--- src/rtl/tmr_cnt_pkg.sv ---
package tmr_cnt_pkg;
  localparam int CNT_W = 10;

  typedef enum logic [1:0] {
    LEN_4  = 2'd0,
    LEN_6  = 2'd1,
    LEN_8  = 2'd2,
    LEN_10 = 2'd3
  } len_e;

  // active-bit mask for a length code
  function automatic logic [CNT_W-1:0] len_mask(input logic [1:0] code);
    logic [CNT_W-1:0] m;
    case (len_e'(code))
      LEN_4:   m = CNT_W'(10'h00F);
      LEN_6:   m = CNT_W'(10'h03F);
      LEN_8:   m = CNT_W'(10'h0FF);
      default: m = CNT_W'(10'h3FF);
    endcase
    return m;
  endfunction

  // value after one step, wrapped inside the active length
  function automatic logic [CNT_W-1:0] step_val(input logic [CNT_W-1:0] v,
                                                 input logic up,
                                                 input logic [1:0] code);
    logic [CNT_W-1:0] raw;
    raw = up ? (v + CNT_W'(1)) : (v - CNT_W'(1));
    return raw & len_mask(code);
  endfunction

  // roll-over condition on the active bits only
  function automatic logic roll_hit(input logic [CNT_W-1:0] v,
                                    input logic up,
                                    input logic [1:0] code);
    logic [CNT_W-1:0] m;
    m = len_mask(code);
    return up ? ((v & m) == m) : ((v & m) == '0);
  endfunction
endpackage

--- src/rtl/tmr_cnt_src.sv ---
module tmr_cnt_src #(
  parameter int NTAP = 6,
  parameter int NPIN = 2,
  localparam int SW  = $clog2(NTAP + NPIN)
) (
  input  logic            clk,
  input  logic            rst_n,
  input  logic            start,
  input  logic [NTAP-1:0] tap_in,
  input  logic [NPIN-1:0] pin_in,
  input  logic [NPIN-1:0] pin_inv,
  input  logic [NPIN-1:0] pin_halve,
  input  logic [SW-1:0]   sel,
  output logic            src_clk
);
  logic [NPIN-1:0] pin_path;

  for (genvar g = 0; g < NPIN; g++) begin : g_pin
    logic [1:0] sync_q;
    logic       prev_q;
    logic       div_q;
    logic       pol;
    logic       pin_fall;

    assign pol      = sync_q[1] ^ pin_inv[g];
    assign pin_fall = prev_q & ~pol;

    always_ff @(posedge clk or negedge rst_n) begin
      if (!rst_n) begin
        sync_q <= '0;
        prev_q <= 1'b0;
        div_q  <= 1'b0;
      end else begin
        sync_q <= {sync_q[0], pin_in[g]};
        prev_q <= pol;
        if (!start)        div_q <= 1'b0;
        else if (pin_fall) div_q <= ~div_q;
      end
    end

    assign pin_path[g] = pin_halve[g] ? div_q : pol;
  end

  always_comb begin
    src_clk = 1'b0;
    for (int i = 0; i < NTAP; i++)
      if (sel == SW'(i)) src_clk = tap_in[i];
    for (int i = 0; i < NPIN; i++)
      if (sel == SW'(NTAP + i)) src_clk = pin_path[i];
  end
endmodule

--- src/rtl/tmr_cnt_edge.sv ---
module tmr_cnt_edge #(
  parameter int SYNC_STAGES = 2
) (
  input  logic clk,
  input  logic rst_n,
  input  logic d,
  output logic rise,
  output logic fall
);
  logic [SYNC_STAGES-1:0] sync_q;
  logic                   prev_q;

  always_ff @(posedge clk or negedge rst_n) begin
    if (!rst_n) begin
      sync_q <= '0;
      prev_q <= 1'b0;
    end else begin
      sync_q <= {sync_q[SYNC_STAGES-2:0], d};
      prev_q <= sync_q[SYNC_STAGES-1];
    end
  end

  assign rise = sync_q[SYNC_STAGES-1] & ~prev_q;
  assign fall = ~sync_q[SYNC_STAGES-1] & prev_q;
endmodule

--- src/rtl/tmr_cnt_core.sv ---
module tmr_cnt_core
  import tmr_cnt_pkg::*;
(
  input  logic             clk,
  input  logic             rst_n,
  input  logic             start,
  input  logic             ev_mode,
  input  logic             count_up,
  input  logic [1:0]       len_sel,
  input  logic             load,
  input  logic [CNT_W-1:0] load_val,
  input  logic             rise,
  input  logic             fall,
  output logic [CNT_W-1:0] count,
  output logic             irq,
  output logic             armed,
  output logic             step
);
  logic [CNT_W-1:0] nxt;

  assign step = start && !load && rise && (ev_mode || armed);
  assign nxt  = step_val(count, count_up, len_sel);

  always_ff @(posedge clk or negedge rst_n) begin
    if (!rst_n) begin
      count <= '0;
      armed <= 1'b0;
      irq   <= 1'b0;
    end else begin
      irq <= 1'b0;
      if (!start)    armed <= 1'b0;
      else if (fall) armed <= 1'b1;
      if (load) begin
        count <= load_val;
      end else if (step) begin
        count <= nxt;
        irq   <= roll_hit(nxt, count_up, len_sel);
      end
    end
  end
endmodule

--- src/rtl/tmr_cnt_top.sv ---
module tmr_cnt_top
  import tmr_cnt_pkg::*;
#(
  parameter int NTAP = 6,
  parameter int NPIN = 2,
  localparam int SW  = $clog2(NTAP + NPIN)
) (
  input  logic             clk,
  input  logic             rst_n,
  input  logic [NTAP-1:0]  tap_in,
  input  logic [NPIN-1:0]  pin_in,
  input  logic [NPIN-1:0]  pin_inv,
  input  logic [NPIN-1:0]  pin_halve,
  input  logic [SW-1:0]    src_sel,
  input  logic             count_up,
  input  logic [1:0]       len_sel,
  input  logic             ev_mode,
  input  logic             start,
  input  logic             load,
  input  logic [CNT_W-1:0] load_val,
  output logic [CNT_W-1:0] count,
  output logic             irq_roll
);
  logic src_clk_w;
  logic rise_w;
  logic fall_w;
  logic armed_w;
  logic step_w;

  tmr_cnt_src #(.NTAP(NTAP), .NPIN(NPIN)) u_src (
    .clk(clk), .rst_n(rst_n), .start(start),
    .tap_in(tap_in), .pin_in(pin_in), .pin_inv(pin_inv),
    .pin_halve(pin_halve), .sel(src_sel), .src_clk(src_clk_w)
  );

  tmr_cnt_edge #(.SYNC_STAGES(2)) u_edge (
    .clk(clk), .rst_n(rst_n), .d(src_clk_w), .rise(rise_w), .fall(fall_w)
  );

  tmr_cnt_core u_core (
    .clk(clk), .rst_n(rst_n), .start(start), .ev_mode(ev_mode),
    .count_up(count_up), .len_sel(len_sel), .load(load),
    .load_val(load_val), .rise(rise_w), .fall(fall_w),
    .count(count), .irq(irq_roll), .armed(armed_w), .step(step_w)
  );
endmodule

--- config.mk ---
export PLATFORM = sky130hd
export DESIGN_NAME = tmr_cnt_top
export DESIGN_NICKNAME = d
export VERILOG_FILES = /design/src/rtl/tmr_cnt_pkg.sv /design/src/rtl/tmr_cnt_src.sv /design/src/rtl/tmr_cnt_edge.sv /design/src/rtl/tmr_cnt_core.sv /design/src/rtl/tmr_cnt_top.sv
export SDC_FILE = /design/constraint.sdc
export NUM_CORES = 1
export LEC_CHECK = 0
export BUFFER_PORTS_ARGS = -buffer_cell sky130_fd_sc_hd__buf_4
export CORE_MARGIN = 2
export CORE_UTILIZATION = 50
export DETAILED_ROUTE_END_ITERATION = 10
export GPL_ROUTABILITY_DRIVEN = 0
export PLACE_DENSITY = 0.89
export SKIP_CTS_REPAIR_TIMING = 1
export SYNTH_ARGS = -nofsm -noshare
export SYNTH_HDL_FRONTEND = slang
export SYNTH_HIERARCHICAL = 1
export SYNTH_SLANG_ARGS = --single-unit
--- constraint.sdc ---
create_clock -name clk -period 2.52 [get_ports clk]
set_clock_uncertainty 0.05 [all_clocks]
set_input_delay 0.252 -clock clk [delete_from_list [all_inputs] [get_ports clk]]
set_output_delay 0.252 -clock clk [all_outputs]
set_load 0.01 [all_outputs]
* Word level (Yosys, flattened, before mapping)
Index checks and enable logic that the tools add are counted.
** Cells by class
- $add $sub $neg :: 2
- Equal/unequal tests :: 13
- Muxes and demuxes :: 25
- Bitwise gates (word level) :: 14
- Reductions and logical operators :: 9
** Operator list (number)
- two-way mux 10 bit :: 5
- one-hot mux 10 bit (3 select lines) :: 1
- bitwise AND 10 bit :: 2
- two-way mux 1 bit :: 19
- == test 3 bit, second input constant :: 4
- adder 10 x 1 -> 10 bit, second input constant :: 1
- == test 10 bit :: 1
- logical NOT 10 bit :: 1
- subtractor 10 x 1 -> 10 bit, second input constant :: 1
- == test 3 x 2 -> 1 bit, second input constant :: 2
- inequality test 2 x 1 -> 1 bit, second input constant :: 3
- inverter 1 bit :: 6
- bitwise AND 1 bit :: 4
- == test 3 x 1 -> 1 bit, second input constant :: 1
- logical AND 1 bit :: 3
- logical NOT 3 bit :: 1
- == test 2 x 1 -> 1 bit, second input constant :: 1
- == test 2 bit, second input constant :: 1
- logical NOT 2 bit :: 1
- nonzero test 2 bit :: 1
- XOR 1 bit :: 2
- logical NOT 1 bit :: 1
- logical OR 1 bit :: 1
** Storage, ports and cells
- Bits in registers :: 23
- Input bits :: 33
- Output and inout port bits :: 11
- Word-level logic and storage cells :: 74

* Logic depth before layout (Yosys ltp)
Gate-level depths: netlist (run 1).
- Word-level depth :: 11
- Mapped depth :: 9

* Modules after synthesis
Netlist (run 1), hierarchy kept.
** By module, submodules not included
- tmr_cnt_core :: times used 1, cells each 120, area each 1034.7 µm², sequential area each 300.3 µm²
- tmr_cnt_src :: times used 1, cells each 33, area each 370.4 µm², sequential area each 200.2 µm²
- tmr_cnt_edge :: times used 1, cells each 5, area each 90.1 µm², sequential area each 75.1 µm²

* Least setup slack after synthesis (run 1)
No wires, ideal clock.
- Kind :: reg-to-reg
- Start :: register u_core.count[0]
- End :: register u_core.irq
- Data arrival time :: 2.253 ns
- Setup slack :: 0.136 ns
- Cell stages (with the launch flop) :: 9
- Path buffers :: 0
- Clock period less this slack :: 2.384 ns
- Cell sequence :: dfrtp_1 -> fa_1 -> a21o_1 -> a221oi_2 -> xnor2_1 -> a31oi_1 -> nand4b_1 -> or3_1 -> o211ai_2
** On the way
- Word-level cells in the longest chain between the ends :: 8
** RTL lines
- start, declared :: line tmr_cnt_core.sv:14 : output logic [CNT_W-1:0] count,
- start signal, assigned :: line tmr_cnt_core.sv:34 : count <= load_val;
- start signal, assigned :: line tmr_cnt_core.sv:36 : count <= nxt;
- subtractor 10 x 1 -> 10 bit or adder 10 x 1 -> 10 bit (tied branches) :: line tmr_cnt_pkg.sv:28 : raw = up ? (v + CNT_W'(1)) : (v - CNT_W'(1));
- two-way mux 10 bit * :: line tmr_cnt_pkg.sv:28
- bitwise AND 10 bit * :: line tmr_cnt_pkg.sv:29 : return raw & len_mask(code);
- bitwise AND 10 bit * :: line tmr_cnt_pkg.sv:38 : return up ? ((v & m) == m) : ((v & m) == '0);
- == test 10 bit or logical NOT 10 bit (tied branches) :: line tmr_cnt_pkg.sv:38
- two-way mux 1 bit * :: line tmr_cnt_pkg.sv:38
- two-way mux 1 bit * :: line tmr_cnt_core.sv:35 : end else if (step) begin
- two-way mux 1 bit * :: line tmr_cnt_core.sv:33 : if (load) begin
- end signal, assigned :: line tmr_cnt_core.sv:37 : irq <= roll_hit(nxt, count_up, len_sel);
- end, declared :: line tmr_cnt_core.sv:15 : output logic irq,
Every way passes the cells marked *; elsewhere a longest branch is shown, timed or not.
A chain may end at the register's enable or synchronous reset.

* Worst setup path after layout (run 1)
- Start :: register u_core.count[1]
- End :: register u_core.irq
The elaborated chain is that of the path after synthesis.

==> results of run 1 <==
## metal layers
metal / global-route usage / routed length [um]
met5: 0 / 0
met4: 0.0617 / 59
met3: 0.0462 / 271
met2: 0.413 / 1930
met1: 0.257 / 1430
## power by group through the flow
stage          Sequential, W  Combinational, W  Clock, W
2_1_floorplan       0.000442          0.000237         0
3_3_place_gp        0.000438          0.000377         0
3_5_place_dp        0.000440          0.000391         0
4_1_cts             0.000433          0.000394  0.000172
5_1_grt             0.000435          0.000452  0.000188
6_report            0.000431          0.000414  0.000166
## kinds of logic (layout without fill, tap and decap cells)
family | count (synthesis) | in the layout | synth area share
buffers and inverters | 11 | 66 | 0.0285
xor gates and xnor gates | 12 | 12 | 0.0703
muxes | 5 | 5 | 0.0343
adders and majority gates | 11 | 11 | 0.0971
and+or+nand+nor | 47 | 47 | 0.155
AOI/OAI and AO/OA | 49 | 49 | 0.230
DFF | 23 | 23 | 0.385
## cell type report
cell class | instances | area [um2] | area share
clock buffers | 4 | 26.3 | 0.0133
inverters | 8 | 30.0 | 0.0152
multi-input cells | 124 | 886 | 0.450
flip-flops and latches | 23 | 576 | 0.292
well taps | 31 | 38.8 | 0.0197
repair buffers | 54 | 413 | 0.210
## flip-flops by register name (all words and copies together), names as in the netlist
signal / flops
u_src/g_pin.sync_q: 4
u_edge/prev_q: 1
u_edge/sync_q: 2
u_src/g_pin.prev_q: 2
u_core/count: 10
u_core/irq: 1
u_core/armed: 1
u_src/g_pin.div_q: 2
## placed cells by master (no fill, tap or decap), drive strengths merged, types with 2 or more instances in the layout
master       count
buf             51
dfrtp           23
nand2           16
o21ai           14
nor2            13
ha              10
a21oi           10
inv              8
xnor2            8
o211ai           5
xor2             4
mux2i            4
clkbuf           4
dlygate4sd3      3
a22oi            3
o21a             3
nand3b           2
a21o             2
nand4b           2
and3             2
nand3            2
nor2b            2
a211oi           2
o21bai           2
a221oi           2
## worst max-delay path, cell delays in order (launching register included)
cell      delay, ns
dfrtp_1        0.41
buf_4          0.15
ha_1           0.32
a211oi_2       0.31
o21bai_2       0.14
nand4b_1       0.19
a31oi_1        0.12
nand4b_1       0.23
or3_1          0.41
o211ai_2       0.08
## worst max-delay path by stage
stage / startpoint / end / slack [ns] / cells past startpoint
after floorplan: u_core/count[0] / u_core/irq / 0.14 / 8
after global placement: count_up / u_core/irq / 0.05 / 10
after detailed placement: count_up / u_core/irq / -0.07 / 10
after CTS: u_core/count[1] / u_core/irq / 0.04 / 8
after global routing: u_core/count[1] / u_core/irq / -0.004 / 9
final: u_core/count[1] / u_core/irq / 0.06 / 9
## per-stage QoR
step	TNS, ns	setup slack, ns
after floorplan	0	0.136
after global placement	0	0.0472
after detailed placement	-0.0718	-0.0718
after CTS	0	0.0437
after global routing	-0.00403	-0.00403
final	0	0.0625
==> impl_metrics.py, run 1 <==
metrics = {
    "run_status": {
        "violations": "DRC",
        "status": "finished, violations left",
    },
    "clock_tree": {
        "cts_sinks": 23,
        "clock_latency_ns": 0.31,
        "clkTransAtPathRegs_ns": 0.12,
        "clock-root-buffer": "clkbuf_4",
        "cts_made_buffers": 3,
        "htree_levels": 1,
        "cts_buffer_depth": 2,
        "cts_tree": "built",
    },
    "power": {
        "power.density_nw_per_um2": 513,
        "power_switching_w": 0.000341,
        "p_int_w": 0.000670,
        "peakVddDrop_mv": 0.453,
        "p_clk_frac": 0.165,
        "p_seq_frac": 0.426,
        "switching_share": 0.337,
        "total_leakage_power_nw": 0.961,
        "combPwrFrac": 0.409,
        "power.total_w": 0.00101,
    },
    "drt": {
        "wire_per_inst_um": 15.1,
        "vias_per_cell": 5.88,
        "antenna_left": 0,
        "route.detailed.drc": 1,
        "first_pass_iters": 7,
        "wl_mm": 3.69,
        "dr_total_vias": 1434,
        "drtIter0Drc": 64,
    },
    "job": {
        "max_cap_violations": 0,
    },
    "cells_and_area": {
        "final_cell_area_um2": 1970,
        "fill_cells": 215,
        "drive_gt1_frac": 0.310,
        "fin_util": 0.702,
        "syn_to_final_growth_pct": 31.7,
        "n_antenna_cell": 0,
        "nets": 258,
        "instances_no_fill": 244,
    },
    "sta": {
        "tightest_slew_ns": 0.756,
        "finalCritPeriodShare": 0.975,
        "fmax_mhz": 407,
        "hold_viol": 0,
        "timing.hold.ws_ns": 0.0881,
        "final.min_clock_period_ns": 2.46,
        "timing.final.max_slew_violations": 0,
        "max-slew-margin-rel": 0.494,
        "setup-violations-final": 0,
    },
    "synthesis": {
        "synth.most_common_cell": "dfrtp_1",
        "ys_ff_latch": 23,
        "synth.top_cell.area_share": 0.385,
        "synth_area_um2": 1500,
        "synth_largest_area_cell": "dfrtp_1",
        "async_reset_ff_frac": 1.00,
        "ys_top_cells_by_area": "dfrtp_1 38%, ha_1 8.4%, o21ai_0 4.7%",
        "ys_seq_area_frac": 0.385,
        "syn_avg_cell_area_um2": 9.46,
        "ys_top_cells_by_count": "23 x dfrtp_1, 16 x nand2_1, 14 x o21ai_0",
        "syn_inst": 158,
        "synth_ff_type": "dfrtp_1",
        "yosys_warnings": 6,
        "ys_types": 45,
        "synth_edf_count": 0,
        "syn_nets": 202,
    },
    "placement": {
        "place_area_um2": 1890,
        "portBuffers": 43,
        "dp_hpwl_mm": 2.87,
        "placed_cells": 235,
    },
    "worst_hold_path": {
        "hold_class": "input pin to flop",
        "hold_depth": 2,
        "hold_start": "pin_inv[0]",
        "min_to": "u_src/g_pin[0].prev_q",
    },
    "grt": {
        "grt_first_pass_wirelength_mm": 5.86,
        "overflow": 0,
        "grt_usage": 0.222,
        "grt_pass1_vias": 1408,
        "antenna_found_initial": 0,
        "grt_max_degree": 24,
    },
    "setup_path": {
        "r2r_cells": 9,
        "cp-start-kind": "flop",
        "r2r-end": "u_core/irq",
        "r2r_slack_ns": 0.06,
        "worstPathArrival_ns": 2.65,
        "crit_type": "flop to flop",
        "reg2reg_from": "u_core/count[1]",
        "worst-path-max-fanout": 4,
        "critPathCaptureType": "flop",
        "critPathRequiredTime_ns": 2.71,
    },
    "floorplan": {
        "fp-row-count": 19,
        "die_area_um2": 3440,
        "initial_core_util": 0.533,
        "core-area_um2": 2810,
        "die_x_um": 58.7,
        "io_pins": 44,
        "die_y_um": 58.7,
    },
}
Power figures use the tool's default switching activity.
==> run 2, diff against run 1 <==
--- a/config.mk
+++ b/config.mk
@@ -10,9 +10,8 @@
 export CORE_UTILIZATION = 50
 export DETAILED_ROUTE_END_ITERATION = 10
 export GPL_ROUTABILITY_DRIVEN = 0
-export PLACE_DENSITY = 0.89
+export PLACE_DENSITY = 0.88
 export SKIP_CTS_REPAIR_TIMING = 1
 export SYNTH_ARGS = -nofsm -noshare
 export SYNTH_HDL_FRONTEND = slang
-export SYNTH_HIERARCHICAL = 1
 export SYNTH_SLANG_ARGS = --single-unit
==> impl_metrics.py, run 2 <==
metrics = {
    "run_status": {
        "status": "finished, violations left",
        "violations": "setup timing",
    },
    "synthesis": {
        "syn_inst": 155,
        "ys_top_cells_by_count": "23 x dfrtp_1, 15 x nand2_1, 10 x ha_1, 10 x nor2_1, 9 x xnor2_1",
        "ys_seq_area_frac": 0.365,
        "synth_area_um2": 1580,
        "synth.most_common_cell": "dfrtp_1",
        "synth_largest_area_cell": "dfrtp_1",
        "synth.top_cell.area_share": 0.365,
        "syn_avg_cell_area_um2": 10.2,
        "ys_ff_latch": 23,
        "async_reset_ff_frac": 1.00,
        "synth_edf_count": 0,
        "syn_nets": 199,
        "yosys_warnings": 0,
        "ys_top_cells_by_area": "dfrtp_1 36%, ha_1 7.9%, xnor2_1 5.0%",
        "ys_types": 52,
        "synth_ff_type": "dfrtp_1",
    },
    "power": {
        "total_leakage_power_nw": 1.08,
        "power.total_w": 0.00119,
        "peakVddDrop_mv": 0.362,
        "power.density_nw_per_um2": 512,
    },
    "cells_and_area": {
        "n_antenna_cell": 0,
        "layout_common_cells": "70 x buf_4, 22 x dfrtp_1, 15 x nand2_1",
        "fin_util": 0.767,
        "final_common_cell": "buf_4",
        "drive_gt1_frac": 0.433,
        "instances_no_fill": 275,
        "syn_to_final_growth_pct": 47.0,
        "nets": 276,
        "largest_reg_flops": 10,
        "largest_register": "u_core.count",
        "largest_registers": "u_core.count x10, u_src.g_pin.sync_q x4",
    },
    "placement": {
        "placed_cells": 268,
        "place_ws_ns": -0.282,
        "portBuffers": 43,
        "dp_hpwl_mm": 3.58,
    },
    "drt": {
        "antenna_left": 0,
        "first_pass_iters": 4,
        "vias_per_cell": 5.76,
        "wl_mm": 4.53,
        "drtIter0Drc": 117,
        "route.detailed.drc": 0,
        "wire_per_inst_um": 16.5,
        "dr_total_vias": 1585,
    },
    "sta": {
        "tightest_slew_ns": 0.485,
        "setup-violations-final": 1,
        "timing.final.max_slew_violations": 0,
        "final.min_clock_period_ns": 2.60,
        "max-slew-margin-rel": 0.675,
        "finalCritPeriodShare": 1.03,
        "fin_ws_ns": -0.0818,
        "rsz0062_at_grt": "yes",
        "final.setup.tns_ns": -0.0818,
        "fmax_mhz": 384,
        "hold_viol": 0,
    },
    "setup_path": {
        "critPathCaptureType": "flop",
        "reg2reg_from": "u_core.count[1]",
        "worstPathArrival_ns": 2.79,
        "r2r_cells": 8,
        "worst-path-max-fanout": 3,
        "startpoint": "u_core.count[1]",
        "crit_type": "flop to flop",
        "critPathRequiredTime_ns": 2.70,
        "cp-start-kind": "flop",
    },
    "clock_tree": {
        "clkTransAtPathRegs_ns": 0.12,
        "clock_latency_ns": 0.31,
        "cts_buffer_depth": 2,
        "cts_made_buffers": 3,
        "cts_tree": "built",
        "cts_sinks": 23,
        "htree_levels": 1,
        "clock-root-buffer": "clkbuf_4",
    },
    "grt": {
        "grt.busiest_layer": "met2",
        "grt_first_pass_wirelength_mm": 7.17,
        "overflow": 0,
        "antenna_found_initial": 0,
        "use_met3": 0.0260,
        "grt_max_degree": 24,
        "grt_pass1_vias": 1625,
        "grt_use_met1": 0.330,
        "grt_use_met2": 0.467,
        "grt_usage": 0.265,
    },
    "floorplan": {
        "die_x_um": 60.2,
        "die_area_um2": 3620,
        "core-area_um2": 3030,
        "fp-row-count": 20,
        "die_y_um": 60.2,
        "initial_core_util": 0.521,
        "io_pins": 44,
    },
    "job": {
        "max_cap_violations": 0,
    },
    "worst_hold_path": {
        "hold_start": "load_val[9]",
        "hold_class": "input pin to flop",
        "hold_depth": 3,
    },
}
[run 2: kinds of logic (layout without fill, tap and decap cells)]
family | Yosys count | after routing | synth area share
and+or+nand+nor | 52 | 52 | 0.176
adders and majority gates | 11 | 11 | 0.0919
DFF | 23 | 23 | 0.364
xor gates and xnor gates | 10 | 10 | 0.0555
muxes | 4 | 4 | 0.0420
AOI/OAI and AO/OA | 47 | 47 | 0.251
buffers and inverters | 8 | 84 | 0.0190
[run 2: cell type report]
| cell class | instances | area, um2 |
|---|---|---|
| Fill cell | 205 | 707 |
| Tap cell | 44 | 55.1 |
| Inverter | 7 | 30.0 |
| Timing Repair Buffer | 73 | 556 |
| Clock buffer | 4 | 26.3 |
| Multi-Input combinational cell | 124 | 1080 |
| Sequential cell | 23 | 577 |
[run 2: through the flow]
stage	hold slack, ns	area [um2]
2_1_floorplan	-0.0936	1640
3_3_place_gp	0.105	2220
3_5_place_dp	0.112	2220
4_1_cts	-0.238	2240
5_1_grt	0.0995	2320
6_report	0.108	2320
[run 2: path summary, 6_finish.rpt]
kind	endpoint	slack (ns)
setup / recovery	u_core.irq	-0.08
max in group asynchronous	u_core.count[2]	1.88
min in group asynchronous	u_core.count[3]	0.30
hold reg to reg	u_edge.sync_q[1]	0.31
hold / removal	u_core.count[9]	0.11
setup reg to reg	u_core.irq	-0.08
[run 2: where the power goes]
part,switching (W),internal (W)
Sequential,0.0000327,0.000407
Combinational,0.000276,0.000306
Clock,0.000105,0.0000618
Total,0.000414,0.000774
[run 2: routing by layer]
metal | part of all wire | routed length, um
met2 | 0.53 | 2410
met5 | 0 | 0
met4 | 0.032 | 146
met3 | 0.033 | 149
met1 | 0.40 | 1820
[run 2: worst max-delay path, stage by stage (launching register included)]
cell,delay [ns]
dfrtp_1,0.44
ha_4,0.23
a211o_1,0.32
a2111o_1,0.45
a31oi_4,0.23
xnor2_2,0.08
or4b_1,0.49
o211a_1,0.16
o211ai_2,0.06
==> run 3, diff against run 2 <==
--- a/config.mk
+++ b/config.mk
@@ -6,11 +6,13 @@
 export NUM_CORES = 1
 export LEC_CHECK = 0
 export BUFFER_PORTS_ARGS = -buffer_cell sky130_fd_sc_hd__buf_4
+export CELL_PAD_IN_SITES_DETAIL_PLACEMENT = 1
+export CELL_PAD_IN_SITES_GLOBAL_PLACEMENT = 1
 export CORE_MARGIN = 2
-export CORE_UTILIZATION = 50
+export CORE_UTILIZATION = 39
 export DETAILED_ROUTE_END_ITERATION = 10
 export GPL_ROUTABILITY_DRIVEN = 0
-export PLACE_DENSITY = 0.88
+export PLACE_DENSITY = 0.9
 export SKIP_CTS_REPAIR_TIMING = 1
 export SYNTH_ARGS = -nofsm -noshare
 export SYNTH_HDL_FRONTEND = slang
==> impl_metrics.py, run 3 (same netlist as run 2, synthesis figures left out) <==
metrics = {
    "cells_and_area": {
        "nets": 286,
        "syn_to_final_growth_pct": 53.2,
        "instances_no_fill": 291,
        "fin_util": 0.613,
        "n_antenna_cell": 0,
        "largest_reg_flops": 10,
        "fill_cells": 446,
        "regArea_um2": 577,
        "largest_registers": "u_core.count x10, u_src.g_pin.sync_q x4",
        "layout_common_cells": "81 x buf_4, 22 x dfrtp_1, 15 x nand2_1",
        "final_common_cell": "buf_4",
        "largest_register": "u_core.count",
        "multi_input_area_um2": 1070,
        "drive_gt1_frac": 0.465,
    },
    "floorplan": {
        "initial_core_util": 0.401,
        "fp-row-count": 23,
        "io_pins": 44,
        "die_x_um": 67.6,
        "die_area_um2": 4570,
        "core-area_um2": 3940,
        "die_y_um": 67.6,
    },
    "placement": {
        "place_ws_ns": -0.327,
        "dp_hpwl_mm": 4.13,
        "portBuffers": 43,
        "placed_cells": 280,
    },
    "drt": {
        "vias_per_cell": 5.73,
        "first_pass_iters": 4,
        "antenna_left": 0,
        "wl_mm": 5.53,
        "drtIter0Drc": 88,
        "route.detailed.drc": 0,
        "wire_per_inst_um": 19.0,
        "dr_total_vias": 1668,
    },
    "power": {
        "peakVddDrop_mv": 0.428,
        "p_seq_frac": 0.339,
        "power.density_nw_per_um2": 539,
        "p_int_w": 0.000856,
        "p_clk_frac": 0.173,
        "combPwrFrac": 0.488,
        "power_switching_w": 0.000448,
        "switching_share": 0.343,
        "total_leakage_power_nw": 1.13,
    },
    "clock_tree": {
        "cts_buffer_depth": 2,
        "htree_levels": 1,
        "cts_made_buffers": 3,
        "cts_sinks": 23,
        "clkTransAtPathRegs_ns": 0.08,
        "clock-root-buffer": "clkbuf_8",
        "cts_tree": "built",
        "clock_latency_ns": 0.27,
    },
    "grt": {
        "grt_first_pass_wirelength_mm": 8.36,
        "overflow": 0,
        "grt_usage": 0.250,
        "grt_pass1_vias": 1764,
        "antenna_found_initial": 0,
        "grt_max_degree": 24,
    },
    "setup_path": {
        "crit_type": "flop to flop",
        "cp-start-kind": "flop",
        "critPathCaptureType": "flop",
        "worstPathArrival_ns": 2.62,
        "r2r_cells": 11,
        "worst-path-max-fanout": 3,
        "reg2reg_from": "u_core.count[1]",
        "r2r_slack_ns": -0.004,
        "critPathRequiredTime_ns": 2.62,
        "r2r-end": "u_core.irq",
    },
    "job": {
        "max_cap_violations": 0,
    },
    "sta": {
        "fin_ws_ns": -0.00436,
        "timing.hold.ws_ns": 0.0365,
        "hold_viol": 0,
        "rsz0062_at_grt": "yes",
        "finalCritPeriodShare": 1.00,
        "fmax_mhz": 396,
        "max-slew-margin-rel": 0.614,
        "final.min_clock_period_ns": 2.52,
        "setup-violations-final": 1,
        "timing.final.max_slew_violations": 0,
        "tightest_slew_ns": 0.577,
    },
    "run_status": {
        "violations": "setup timing",
        "status": "finished, violations left",
    },
    "worst_hold_path": {
        "hold_depth": 1,
        "min_to": "u_src.g_pin[1].sync_q[0]",
        "hold_class": "input pin to flop",
        "hold_start": "pin_in[1]",
    },
}
[run 3: cell types whose count changed in the layout (fill, tap and decap cells not counted), sizes merged]
cell         change
buf             +12
dlygate4sd3      -2
[run 3: worst max path at each step]
stage                                from    endpoint  depth (start not counted)
final                     u_core.count[1]  u_core.irq                         11
after global routing      u_core.count[1]  u_core.irq                         11
after CTS                 u_core.count[1]  u_core.irq                         10
after detailed placement         count_up  u_core.irq                         11
after global placement           count_up  u_core.irq                         10
after floorplan                  count_up  u_core.irq                          9
[run 3: per-stage QoR]
| step | area [um2] | power [W] | setup TNS, ns |
|---|---|---|---|
| floorplan | 1640 | 0.000736 | -0.0876 |
| global placement | 2270 | 0.000993 | -0.520 |
| CTS | 2310 | 0.00126 | -0.142 |
| global route | 2420 | 0.00138 | -0.138 |
| detailed placement | 2270 | 0.00103 | -0.844 |
| finish | 2420 | 0.00130 | -0.00436 |
[run 3: final cells by class]
type                       count  share of cell area
tap                           50              0.0259
timing repair buffer          83               0.260
clock buffer                   4              0.0186
multi-input combinational    124               0.444
inverter                       7              0.0124
sequential                    23               0.238
[run 3: power by group through the flow]
stage	registers, W	clock network, W	logic (W)
after floorplan	0.000449	0	0.000287
after global placement	0.000445	0	0.000548
after detailed placement	0.000447	0	0.000578
after CTS	0.000442	0.000229	0.000589
after global routing	0.000446	0.000242	0.000687
final	0.000442	0.000226	0.000636
[run 3: critical path: stages, from the launching register on]
cell	delay, ns
dfrtp_2	0.43
buf_4	0.14
fa_2	0.38
a211oi_2	0.22
buf_4	0.16
buf_4	0.12
o21ai_0	0.09
o221a_2	0.27
buf_4	0.14
o21bai_1	0.14
o211a_1	0.18
o211ai_2	0.08
[run 3: per-layer routing]
layer	vias up	wire (um)	global-route usage
met2	40	2930	0.455
met5	-	0	0
li1	766	-	-
met4	0	82	0.0714
met3	6	147	0.0217
met1	856	2370	0.312
